**config.mk**
```make
export PLATFORM = sky130hd
export DESIGN_NAME = sbus_core
export DESIGN_NICKNAME = d
export VERILOG_FILES = /design/src/rtl/sbus_pkg.sv /design/src/rtl/sb_reg.sv /design/src/rtl/sb_alu.sv /design/src/rtl/sb_seq.sv /design/src/rtl/sbus_core.sv
export SDC_FILE = /design/constraint.sdc
export NUM_CORES = 1
export LEC_CHECK = 0
export BUFFER_PORTS_ARGS = -buffer_cell sky130_fd_sc_hd__buf_2
export CAP_MARGIN = 10
export CORE_MARGIN = 4
export CORE_UTILIZATION = 49
export CTS_CLUSTER_DIAMETER = 200
export DETAILED_ROUTE_END_ITERATION = 10
export PLACE_DENSITY = 0.84
export SYNTH_ARGS = -nofsm -noshare
export SYNTH_HDL_FRONTEND = slang
export SYNTH_SLANG_ARGS = --single-unit
```
**constraint.sdc**
```tcl
create_clock -name clk -period 4.04 [get_ports clk]
set_clock_uncertainty 0.1 [all_clocks]
set_input_delay 0.606 -clock clk [delete_from_list [all_inputs] [get_ports clk]]
set_output_delay 0.606 -clock clk [all_outputs]
set_load 0.005 [all_outputs]
```
**src/rtl/sbus_pkg.sv**
```systemverilog
package sbus_pkg;
   localparam int NREG = 4;
   localparam logic [3:0] OP_ADD_IND = 4'd0;
   localparam logic [3:0] OP_BR_REL  = 4'd1;

   typedef struct packed {
      logic            pc_out;
      logic            pc_in;
      logic            mar_in;
      logic            rd;
      logic            sel4;
      logic            zin;
      logic            zout;
      logic            yin;
      logic            mdr_out;
      logic            ir_in;
      logic            off_out;
      logic            wmfc;
      logic            fin;
      logic [NREG-1:0] g_out;
      logic [NREG-1:0] g_in;
   } ctl_t;
endpackage

```
**src/rtl/sb_reg.sv**
```systemverilog
module sb_reg #(
   parameter int          W   = 32,
   parameter logic [W-1:0] RST = '0
) (
   input  logic         clk,
   input  logic         rst_n,
   input  logic         ld,
   input  logic [W-1:0] d,
   output logic [W-1:0] q
);
   always_ff @(posedge clk) begin
      if (!rst_n)  q <= RST;
      else if (ld) q <= d;
   end

   // a register without its load enable keeps its value
   p_hold_idle_r10: assert property (@(posedge clk) disable iff (!rst_n)
      !ld |=> $stable(q));
endmodule

```
**src/rtl/sb_alu.sv**
```systemverilog
module sb_alu #(
   parameter int W   = 32,
   parameter int INC = 4
) (
   input  logic         sel_inc,
   input  logic [W-1:0] y,
   input  logic [W-1:0] b,
   output logic [W-1:0] sum
);
   localparam logic [W-1:0] INC_V = W'(INC);
   logic [W-1:0] a_mux;

   always_comb begin
      a_mux = sel_inc ? INC_V : y;
      sum   = a_mux + b;
   end
endmodule

```
**src/rtl/sb_seq.sv**
```systemverilog
module sb_seq
   import sbus_pkg::*;
#(
   parameter int PTR_IDX = 3,
   parameter int ACC_IDX = 1
) (
   input  logic       clk,
   input  logic       rst_n,
   input  logic [3:0] opcode,
   input  logic       mem_done,
   output ctl_t       ctl,
   output logic       instr_done
);
   logic [2:0] step;

   always_comb begin
      ctl = '0;
      unique case (step)
         3'd1: begin
            ctl.pc_out = 1'b1; ctl.mar_in = 1'b1; ctl.rd = 1'b1;
            ctl.sel4 = 1'b1; ctl.zin = 1'b1;
         end
         3'd2: begin
            ctl.zout = 1'b1; ctl.pc_in = 1'b1; ctl.yin = 1'b1; ctl.wmfc = 1'b1;
         end
         3'd3: begin
            ctl.mdr_out = 1'b1; ctl.ir_in = 1'b1;
         end
         3'd4: begin
            if (opcode == OP_ADD_IND) begin
               ctl.g_out[PTR_IDX] = 1'b1; ctl.mar_in = 1'b1; ctl.rd = 1'b1;
            end else if (opcode == OP_BR_REL) begin
               ctl.off_out = 1'b1; ctl.zin = 1'b1;
            end else begin
               ctl.fin = 1'b1;
            end
         end
         3'd5: begin
            if (opcode == OP_ADD_IND) begin
               ctl.g_out[ACC_IDX] = 1'b1; ctl.yin = 1'b1; ctl.wmfc = 1'b1;
            end else begin
               ctl.zout = 1'b1; ctl.pc_in = 1'b1; ctl.fin = 1'b1;
            end
         end
         3'd6: begin
            ctl.mdr_out = 1'b1; ctl.zin = 1'b1;
         end
         3'd7: begin
            ctl.zout = 1'b1; ctl.g_in[ACC_IDX] = 1'b1; ctl.fin = 1'b1;
         end
         default: ctl.fin = 1'b1;
      endcase
   end

   always_ff @(posedge clk) begin
      if (!rst_n) begin
         step       <= 3'd1;
         instr_done <= 1'b0;
      end else begin
         instr_done <= ctl.fin;
         if (ctl.fin)                   step <= 3'd1;
         else if (ctl.wmfc && !mem_done) step <= step;
         else                           step <= step + 3'd1;
      end
   end

   p_wait_hold_r7: assert property (@(posedge clk) disable iff (!rst_n)
      (ctl.wmfc && !mem_done && !ctl.fin) |=> $stable(step));
   p_end_restart_r9: assert property (@(posedge clk) disable iff (!rst_n)
      ctl.fin |=> (step == 3'd1));
endmodule

```
**src/rtl/sbus_core.sv**
```systemverilog
module sbus_core
   import sbus_pkg::*;
#(
   parameter int                  W        = 32,
   parameter logic [W-1:0]        PC_RESET = '0,
   parameter logic [NREG*W-1:0]   GPR_INIT = '0,
   parameter int                  PTR_IDX  = 3,
   parameter int                  ACC_IDX  = 1,
   parameter int                  INC      = 4
) (
   input  logic              clk,
   input  logic              rst_n,
   output logic [W-1:0]      mem_addr,
   output logic              mem_req,
   input  logic [W-1:0]      mem_rdata,
   input  logic              mem_done,
   output logic              instr_done,
   output logic [W-1:0]      pc_o,
   output logic [W-1:0]      ir_o,
   output logic [NREG*W-1:0] gpr_o
);
   localparam int OFF_W = 16;

   if (W < 32) begin : g_bad_width
      $error("sbus_core: W must be at least 32");
   end
   if (PTR_IDX >= NREG || ACC_IDX >= NREG) begin : g_bad_idx
      $error("sbus_core: register index out of range");
   end

   ctl_t         ctl;
   logic [W-1:0] bus, pc, ir, y, z, mar, mdr, sum, off_x;
   logic [W-1:0] gpr [NREG];
   logic         pend;

   sb_seq #(.PTR_IDX(PTR_IDX), .ACC_IDX(ACC_IDX)) u_seq (
      .clk(clk), .rst_n(rst_n), .opcode(ir[31:28]), .mem_done(mem_done),
      .ctl(ctl), .instr_done(instr_done));

   sb_alu #(.W(W), .INC(INC)) u_alu (
      .sel_inc(ctl.sel4), .y(y), .b(bus), .sum(sum));

   sb_reg #(.W(W), .RST(PC_RESET)) u_pc (
      .clk(clk), .rst_n(rst_n), .ld(ctl.pc_in), .d(bus), .q(pc));
   sb_reg #(.W(W)) u_ir (
      .clk(clk), .rst_n(rst_n), .ld(ctl.ir_in), .d(bus), .q(ir));
   sb_reg #(.W(W)) u_y (
      .clk(clk), .rst_n(rst_n), .ld(ctl.yin), .d(bus), .q(y));
   sb_reg #(.W(W)) u_z (
      .clk(clk), .rst_n(rst_n), .ld(ctl.zin), .d(sum), .q(z));
   sb_reg #(.W(W)) u_mar (
      .clk(clk), .rst_n(rst_n), .ld(ctl.mar_in), .d(bus), .q(mar));
   sb_reg #(.W(W)) u_mdr (
      .clk(clk), .rst_n(rst_n), .ld(mem_done && pend), .d(mem_rdata), .q(mdr));

   for (genvar i = 0; i < NREG; i++) begin : g_gpr
      sb_reg #(.W(W), .RST(GPR_INIT[i*W +: W])) u_r (
         .clk(clk), .rst_n(rst_n), .ld(ctl.g_in[i]), .d(bus), .q(gpr[i]));
      assign gpr_o[i*W +: W] = gpr[i];
   end

   assign off_x = {{(W-OFF_W){ir[OFF_W-1]}}, ir[OFF_W-1:0]};

   always_comb begin
      bus = '0;
      if (ctl.pc_out)  bus = bus | pc;
      if (ctl.zout)    bus = bus | z;
      if (ctl.mdr_out) bus = bus | mdr;
      if (ctl.off_out) bus = bus | off_x;
      for (int i = 0; i < NREG; i++)
         if (ctl.g_out[i]) bus = bus | gpr[i];
   end

   always_ff @(posedge clk) begin
      if (!rst_n)        pend <= 1'b0;
      else if (ctl.rd)   pend <= 1'b1;
      else if (mem_done) pend <= 1'b0;
   end

   assign mem_req  = pend;
   assign mem_addr = mar;
   assign pc_o     = pc;
   assign ir_o     = ir;

   p_one_src_r2: assert property (@(posedge clk) disable iff (!rst_n)
      $onehot0({ctl.pc_out, ctl.zout, ctl.mdr_out, ctl.off_out, ctl.g_out}));
   p_req_hold_r8: assert property (@(posedge clk) disable iff (!rst_n)
      (mem_req && !mem_done) |=> mem_req);
   p_done_pulse_r9: assert property (@(posedge clk) disable iff (!rst_n)
      instr_done |=> !instr_done);
   p_ir_fetch_r10: assert property (@(posedge clk) disable iff (!rst_n)
      $changed(ir) |-> $past(ctl.ir_in));
endmodule

```
* Yosys cells after proc, flatten, opt, wreduce, memory -nomap -nowiden *
Index checks and enable logic that the tools add are counted.

word-level totals
  flip-flop bits (word level) = 229
  logic and storage cells = 62

cells by class
  $add $sub $neg = 2
  eq/ne operators = 8
  muxes and demuxes = 27
  bitwise gates (word level) = 5
  reductions and logical operators = 10

operator list
  kind                                            number
  2-to-1 mux 32 bit                               6
  bitwise OR 32 bit                               4
  adder 32 bit                                    1
  2-to-1 mux 1 bit                                14
  == test 3 bit (second input constant)           4
  case mux 1 bit (2 select lines)                 4
  OR reduction 2 bit                              4
  == test 3 x 2 -> 1 bit (second input constant)  2
  == test 4 x 1 -> 1 bit (second input constant)  1
  zero test 4 bit                                 1
  case mux 2 bit (2 select lines)                 1
  OR reduction 4 bit                              1
  adder 3 x 1 -> 3 bit (second input constant)    1
  == test 3 x 1 -> 1 bit (second input constant)  1
  case mux 1 bit (3 select lines)                 1
  logical AND 1 bit                               2
  2-to-1 mux 2 bit                                1
  nonzero test 2 bit                              1
  zero test 1 bit                                 1
  inverter 1 bit                                  1

* Logic depth before layout (Yosys ltp) *
Gate-level depths: netlist (run 1).

  depth after elaboration = 12
  gate-level depth with buffers = 20
  depth with buffers taken out = 18

* By module *
Synthesis (run 1) repeated with hierarchy kept, for this count alone.

second synthesis, totals
  cells, all modules = 1551
  area total of the unflattened synthesis = 16231.8 µm²

by module, submodules not included
  module     instances  cells each  area each (µm²)  sequential area each (µm²)
  sb_reg     10         103         1243.7           640.6
  sb_alu     1          276         1929.4           0.0
  sbus_core  1          189         1393.8           20.0
  sb_seq     1          56          471.7            80.1

* Worst setup path after synthesis (run 1) *
OpenSTA, ideal clock, no wires.

  path type = reg2reg
  from = register u_seq.step[1]
  to = register u_z.q[30]
  library setup time = 127 ps
  arrival = 4054 ps
  required time = 3813 ps
  setup slack = -241 ps
  cell stages (with the launch flop) = 20
  path buffers = 3
  clock period less this slack = 4281 ps
  cells stage by stage = dfxtp_1 > inv_1 > ha_1 > nor2b_1 > and2_1 > clkbuf_1 > clkbuf_1 > a222oi_1 > nand2_1 > a21oi_1 > inv_1 > ha_1 > buf_6 > a21o_1 > a211o_1 > a22o_1 > a21o_1 > a211oi_4 > a211oi_1 > or3_1

on the way
  cells in the longest elaborated chain, start to end = 12
  elaborated cells on any way between the ends = 27

ends and longest elaborated chain
  element                 RTL line         RTL
  start, declared         sb_seq.sv:14     logic [2:0] step;
  start signal, assigned  sb_seq.sv:62     else if (ctl.wmfc && !mem_done) step <= step;
  start signal, assigned  sb_seq.sv:63     else step <= step + 3'd1;
  == test 3 x 1 -> 1 bit  sb_seq.sv:18     unique case (step)
  2-to-1 mux 1 bit        sb_seq.sv:18
  2-to-1 mux 32 bit       sbus_core.sv:66  if (ctl.pc_out) bus = bus | pc;
  bitwise OR 32 bit       sbus_core.sv:67  if (ctl.zout) bus = bus | z;
  2-to-1 mux 32 bit       sbus_core.sv:67
  bitwise OR 32 bit       sbus_core.sv:68  if (ctl.mdr_out) bus = bus | mdr;
  2-to-1 mux 32 bit       sbus_core.sv:68
  bitwise OR 32 bit       sbus_core.sv:69  if (ctl.off_out) bus = bus | off_x;
  2-to-1 mux 32 bit       sbus_core.sv:69
  bitwise OR 32 bit       sbus_core.sv:71  if (ctl.g_out[i]) bus = bus | gpr[i];
  2-to-1 mux 32 bit *     sbus_core.sv:71
  named net bus[11]       sbus_core.sv:32  logic [W-1:0] bus, pc, ir, y, z, mar, mdr, sum, off_x;
  adder 32 bit *          sb_alu.sv:15     sum = a_mux + b;
  end signal, assigned    sb_reg.sv:12     if (!rst_n) q <= RST;
  end signal, assigned    sb_reg.sv:13     else if (ld) q <= d;
  end, declared           sb_reg.sv:9      output logic [W-1:0] q

Mark *: on every way through the listed nets, which the timed path passes. The rest lies on a longest branch.
A chain may end at the register's enable or synchronous reset.

* Worst setup path in the final report (run 1) *
  from = register u_seq.step[1]
  to = register u_z.q[17]

The elaborated chain is that of the path after synthesis.

==> summary.md, run 1 <==
| Metric | Value |
|---|---|
| Vias in the first global route | about 10k |
| Setup slack at placement | around 19 ps |
| Worst-Margin Slew | roughly 1200 ps |
| Clock Pin Slew Worst Setup and Hold Paths | 60 ps |
| Reg2reg end | u_z.q[17] |
| Root buf cell | clkbuf_16 |
| Fin Setup TNS | 0 ps |
| First-pass iteration count of the detailed router | 7 |
| Most frequent cells in the layout | dfxtp_1, nor2_1, a211oi_1 |
| Pwr/cell area | 772 nW/µm² |
| Detail Placement HPWL | 24900 µm |
| CP delay by family, top | compound AO/OA/AOI/OAI gates |
| Total clock sinks | 229 |
| Largest net degree at the start of global routing | 125 |
| Initial antenna violation count | 0 |
| Final WL | 35500 µm |
| Synth Warn # | 0 |
| Crit path launch type | flip-flop |
| Seq/Total Area, Yosys | 40.2% |
| Share of cells above drive strength 1 | 23.6% |
| Layout fillers | 1851 |
| CP Depth | 19 |
| Max FO, Critical Path | 10 |
| # hold bufs at CTS | 0 |
| Max stage delay on crit path | 440 ps |
| Worst Min Path Start | mem_rdata[2] |
| Kind of critical path | flip-flop to flip-flop |
| Via count | 11.1k |
| Mapped Avg Cell Area | 8.18 µm² |
| Fmax achieved | 252 MHz |
| Final WS setup | 72.1 ps |
| Tcrit/Tclk final | 98.2% |
| Leak Pwr | 6.22 nW |
| Post-route ant nets | 0 |
| Most used DFF post-synth | dfxtp_1 |
| Commonest non-fill, non-tap cell in the layout | dfxtp_1 |
| Drt drc | 0 |
| Register bit total from synthesis | 229 |
| Final GP Congestion | 0.981 |
| Fin util | 61.3% |
| Placed Cells | about 1.9k |
| Die area | 25800 µm² |
| Fin. max-slew vios | 0 |
| Relative slew slack | 19.4% |
| Crit. End Element | flip-flop |
| Peak supply drop | 440 µV |
| Area Overhead vs Synth | 22.6% |
| CTS tree | yes |
| Port Buffers | 164 |
| Post-synth ARST share | 0% |
| Cell Chain, Critical Path | inv_1, ha_2, buf_4, nor2b_4, buf_12, buf_4, a222oi_1, nand2_1, a21oi_1, inv_1, ha_1, buf_4, o211ai_1, a211oi_4, or3_1, buf_4, a21oi_1, xnor2_1, o21ai_1 |
| Crit path time final | 3970 ps |
| Starting density of the core | 50.0% |
| Outcome | finished clean |
| Critical Path Slowest Stage Cell | or3_1 |
| HP Class | input port to flip-flop |
| RSZ-0062 raised after global routing | yes |
| Setup violations, final | 0 |
| DP Area | 12800 µm² |
| Worst-case reg-to-reg path depth | 19 |
| Mapped cell area | 11400 µm² |
| Std cell rows | 55 |
| Post-route insts no fill | 1930 |
| Fin nets | 1673 |
| Worst Path Required | 4360 ps |
| Data arrival, critical path | 4280 ps |
| Mapped Cells | between 1k and 1.5k |
| Worst path most repeated cell | buf_4 |
| Number of synthesized flops with an enable pin | 0 |
| Total GRT Usage | 25.2% |
| Wirelength per Cell | 18.4 µm |
| Global-route wire length before repair | 54000 µm |
| Worst R2R Setup Slack | 70 ps |
| Vias per cell | 5.74 |
| DR iter-0 viols | 1459 |
| Core box area | 22800 µm² |
| Final hold viol count | 0 |
| CP Launch Point | u_seq.step[1] |
| Clock tree buffer depth | 3 |
| Clk Latency, worst-skew pair | 540 ps |
| Max Cap Viol | 0 |
| Inserted Diodes | 0 |
| Worst Setup EP | u_z.q[17] |
| Reg2reg start | u_seq.step[1] |
| Die width | 161 µm |
| IO Count | ~260 |
| Unique cell type count in the Yosys netlist | between 60 and 70 |
| H-tree levels | 1 |
| GRT overflow | 0 |
| Clock buffer count from CTS | 24 |
| Die height | 161 µm |
| Design area | 14000 µm² |
| WHS | 204 ps |
| Power, Total | 10.8 mW |
| WP buf/inv | 7 |
-- where the power goes --
| part | internal [mW] | total, mW | switching [mW] | leakage [nW] |
|---|---|---|---|---|
| Combinational | 1.95 | 4.95 | 3.00 | 3.94 |
| Sequential | 2.95 | 3.42 | 0.476 | 1.87 |
| Clock | 1.48 | 2.41 | 0.933 | 0.418 |
-- layer usage --
metal  vias to the layer above  wire, µm  GRT usage [%]  share of wire (%)
met1                      5113     14300           35.0                 40
met5                         -         0              0                  0
met3                        89      4190           4.62                 12
met2                       691     15900           40.1                 45
met4                         0      1050           7.67                3.0
li1                       5179         -              -                  -
-- area by class of cell --
class                           instances  area [µm²]  area share (%)
Clock buffer                           29         619            4.43
Timing Repair Buffer                  279        1730            12.3
Inverter                               47         181            1.30
Multi-Input combinational cell       1019        6230            44.6
Tap cell                              313         392            2.80
Clock inverter                         14         238            1.70
Sequential cell                       229        4590            32.8
-- logic make-up after synthesis --
logic type | share of synthesized area (%)
compound gates | 25.4
mux | 0.450
buf+inv | 11.2
other cells | 0.0329
xor+xnor | 1.15
flops | 40.2
fa+ha+maj | 4.24
simple gates | 17.3
-- sequential cells by signal (all words and copies together) (netlist names), 3 cells and up --
name / count
g_gpr.u_r.q: 32
u_ir.q: 32
u_mar.q: 32
u_mdr.q: 32
u_pc.q: 32
u_y.q: 32
u_z.q: 32
u_seq.step: 3
-- worst min-delay path, cell delays in order --
cell and delay, ps:
buf_2 100, nand2_1 40, a21oi_1 50
-- worst min path at each step --
stage	end	slack, ps	cells after the start
global placement	u_z.q[12]	340	2
CTS	u_mdr.q[8]	190	3
detailed placement	u_z.q[23]	350	2
global route	u_mdr.q[2]	210	3
floorplan	u_z.q[0]	330	2
finish	u_mdr.q[2]	200	3
-- repair_timing --
item                                    CTS  global route
buffers inserted                          0             7
gates resized for setup                   1            55
hold endpoints to repair                  0             0
endpoints found under the setup margin    3            21
pin swaps                                 0            21
-- cells in the mapped netlist (all sizes together) (3+ instances only) --
master,n,share of area (%)
dfxtp,229,40
nor2,189,6.2
a211oi,174,12
nand2,157,5.2
buf,113,7.1
a21oi,110,4.8
clkbuf,80,2.6
inv,47,1.5
ha,37,4.1
nor2b,35,1.9
a222oi,31,2.7
o21ai,27,1.2
nand3,20,0.88
a21o,17,1.1
xnor2,14,1.1
nor3,12,0.53
or3,8,0.44
o211ai,7,0.46
o21a,7,0.46
and2,6,0.33
and3,6,0.33
a211o,5,0.38
a31oi,5,0.27
mux2i,4,0.35
nand2b,4,0.22
nor3b,4,0.31
a2111oi,3,0.30
nand4,3,0.16
o2111ai,3,0.23
o211a,3,0.26
o22ai,3,0.22
o31ai,3,0.20
Power figures use the tool's default switching activity.
==> run 2: changes to the inputs <==
--- a/config.mk
+++ b/config.mk
@@ -8,10 +8,9 @@
 export BUFFER_PORTS_ARGS = -buffer_cell sky130_fd_sc_hd__buf_2
 export CAP_MARGIN = 10
 export CORE_MARGIN = 4
-export CORE_UTILIZATION = 49
+export CORE_UTILIZATION = 30
 export CTS_CLUSTER_DIAMETER = 200
 export DETAILED_ROUTE_END_ITERATION = 10
-export PLACE_DENSITY = 0.84
 export SYNTH_ARGS = -nofsm -noshare
 export SYNTH_HDL_FRONTEND = slang
 export SYNTH_SLANG_ARGS = --single-unit
==> constraint.sdc (replaced) <==
create_clock -name clk -period 4.5 [get_ports clk]
set_clock_uncertainty 0.1 [all_clocks]
set_input_delay 0.675 -clock clk [delete_from_list [all_inputs] [get_ports clk]]
set_output_delay 0.675 -clock clk [all_outputs]
set_load 0.005 [all_outputs]
==> run 2 against run 1 <==
- clock-buffer cell count is 7 higher
- final cell count is 7.5% higher
- sequential power is 9.6% lower
- combinational power is 18% lower
- non-clock buffer count is 50 lower
- first-iteration DRC count is 30% lower
- highest routed layer is now met5
- via count is 6.1% lower
- utilization is 25 points lower
- die area is 60% higher
- power is 15% lower
==> summary.md, run 2 (same netlist as run 1, synthesis figures left out) <==
| Metric | Value |
|---|---|
| Outcome | finished clean |
| Total GRT Usage | 16.8% |
| Root buf cell | clkbuf_16 |
| Post-CTS sizing | 0 |
| Tcrit/Tclk final | around 96% |
| First-pass iteration count of the detailed router | 7 |
| # hold bufs at CTS | 0 |
| Post-CTS Setup Inserts | 0 |
| Setup violations, final | 0 |
| Largest net degree at the start of global routing | 109 |
| Crit path launch type | flip-flop |
| Port Buffers | 164 |
| Crit path time final | 4300 ps |
| HP Class | input port to flip-flop |
| Area Overhead vs Synth | 18.8% |
| Crit. End Element | flip-flop |
| Die width | 203 µm |
| Die area | 41200 µm² |
| Commonest non-fill, non-tap cell in the layout | dfxtp_1 |
| Leak Pwr | 5.96 nW |
| Critical Path Slowest Stage Cell | a222oi_1 |
| Post-route ant nets | 0 |
| Post-route insts no fill | between 2k and 2.5k |
| GRT overflow | 0 |
| Max FO, Critical Path | 19 |
| Final GP Congestion | 0.904 |
| Setup slack at placement | 95.2 ps |
| Fin nets | 1623 |
| Vias per cell | 5.01 |
| Share of cells above drive strength 1 | 18.7% |
| Final WL | 37000 µm |
| Final WS setup | 201 ps |
| Clock Pin Slew Worst Setup and Hold Paths | 60 ps |
| Wirelength per Cell | 17.8 µm |
| Data arrival, critical path | 4600 ps |
| Fin util | between 30% and 40% |
| H-tree levels | 1 |
| Clock tree buffer depth | 3 |
| Placed Cells | 2034 |
| Max stage delay on crit path | 450 ps |
| Detail Placement HPWL | approximately 27000 µm |
| Sw Ratio | 41.8% |
| RSZ-0062 raised after global routing | yes |
| Most frequent cells in the layout | dfxtp_1, nor2_1, a211oi_1 |
| Pwr/cell area | 676 nW/µm² |
| Kind of critical path | flip-flop to flip-flop |
| Power, Total | 9.16 mW |
| Die height | roughly 200 µm |
| Fmax achieved | 233 MHz |
| Drt drc | 0 |
| Part of the power in combinational logic | 44.5% |
| Seq pwr share | roughly a third |
| Std cell rows | between 70 and 80 |
| DP Area | 12700 µm² |
| Design area | ~14000 µm² |
| Starting density of the core | 30.3% |
| Relative slew slack | between 20 and 30% |
| Fin. max-slew vios | 0 |
| Inserted Diodes | 0 |
| Total clock sinks | 229 |
| Internal power | approximately 5.3 mW |
| Via count | 10.4k |
| CTS tree | yes |
| Worst-Margin Slew | 1110 ps |
| Vias in the first global route | 9564 |
| Core box area | 37600 µm² |
| Clk Latency, worst-skew pair | 530 ps |
| CP delay by family, top | compound AO/OA/AOI/OAI gates |
| IO Count | 261 |
| Peak supply drop | 329 µV |
| Worst Path Required | 4800 ps |
| WP buf/inv | 3 |
| DR iter-0 viols | around 1k |
| Initial antenna violation count | 1 |
| Max Cap Viol | 0 |
| Cell Chain, Critical Path | inv_1, ha_1, nor2b_1, and2_1, buf_4, a222oi_1, nand2_1, a21oi_1, inv_1, ha_1, a21o_1, a211o_1, a22o_1, a21o_1, a211oi_4, a211oi_1, or3_1 |
| Clock buffer count from CTS | 24 |
| Switch Pwr | 3.83 mW |
| Worst R2R Setup Slack | about 200 ps |
| Final hold viol count | 0 |
| Clk pwr share | 21.7% |
| Global-route wire length before repair | 56300 µm |
-- run 2: power groups by stage --
| stage | Combinational [mW] | Sequential, mW | Clock [mW] |
|---|---|---|---|
| after floorplan | 2.54 | 3.02 | 0 |
| after global placement | 3.96 | 3.11 | 0 |
| after detailed placement | 4.01 | 3.12 | 0 |
| after CTS | 4.03 | 3.08 | 2.04 |
| after global routing | 4.49 | 3.15 | 2.12 |
| final | 4.08 | 3.09 | 1.99 |
-- run 2: stage by stage --
step | hold slack, ps | TNS (ps)
final | 288 | 0
after floorplan | 332 | 0
after CTS | 273 | 0
after global routing | 289 | -46.9
after global placement | 340 | 0
after detailed placement | 345 | 0
-- run 2: per-layer routing --
layer	wire length (µm)	global-route usage (%)	vias to the layer above
li1	-	-	5069
met1	16700	23.8	4888
met2	16300	26.3	394
met3	3270	3.79	43
met4	637	3.71	2
met5	7	0	-
-- run 2: cell type report --
type,instances,area [µm²]
sequential,229,4580
tap,511,639
clock inverter,4,47.5
inverter,47,181
multi-input combinational,1019,6010
clock buffer,36,737
fill,3853,24000
timing repair buffer,229,1340
-- run 2: worst register-to-register path, delay by kind of cell, from the launching register on --
family	cells	cell delay (ps)
buffers and inverters	3	370
adder cells (fa/ha/maj)	2	510
AND/OR/NAND/NOR	4	770
AO/OA/AOI/OAI	8	2030
flip-flops	1	390
-- run 2: final timing paths --
path | startpoint | to | cells after the start
hold reg to reg | u_z.q[6] | u_z.q[6] | 2
setup reg to reg | u_seq.step[1] | u_z.q[30] | 17
hold / removal | mem_rdata[0] | u_mdr.q[0] | 3
setup / recovery | u_seq.step[1] | u_z.q[30] | 17
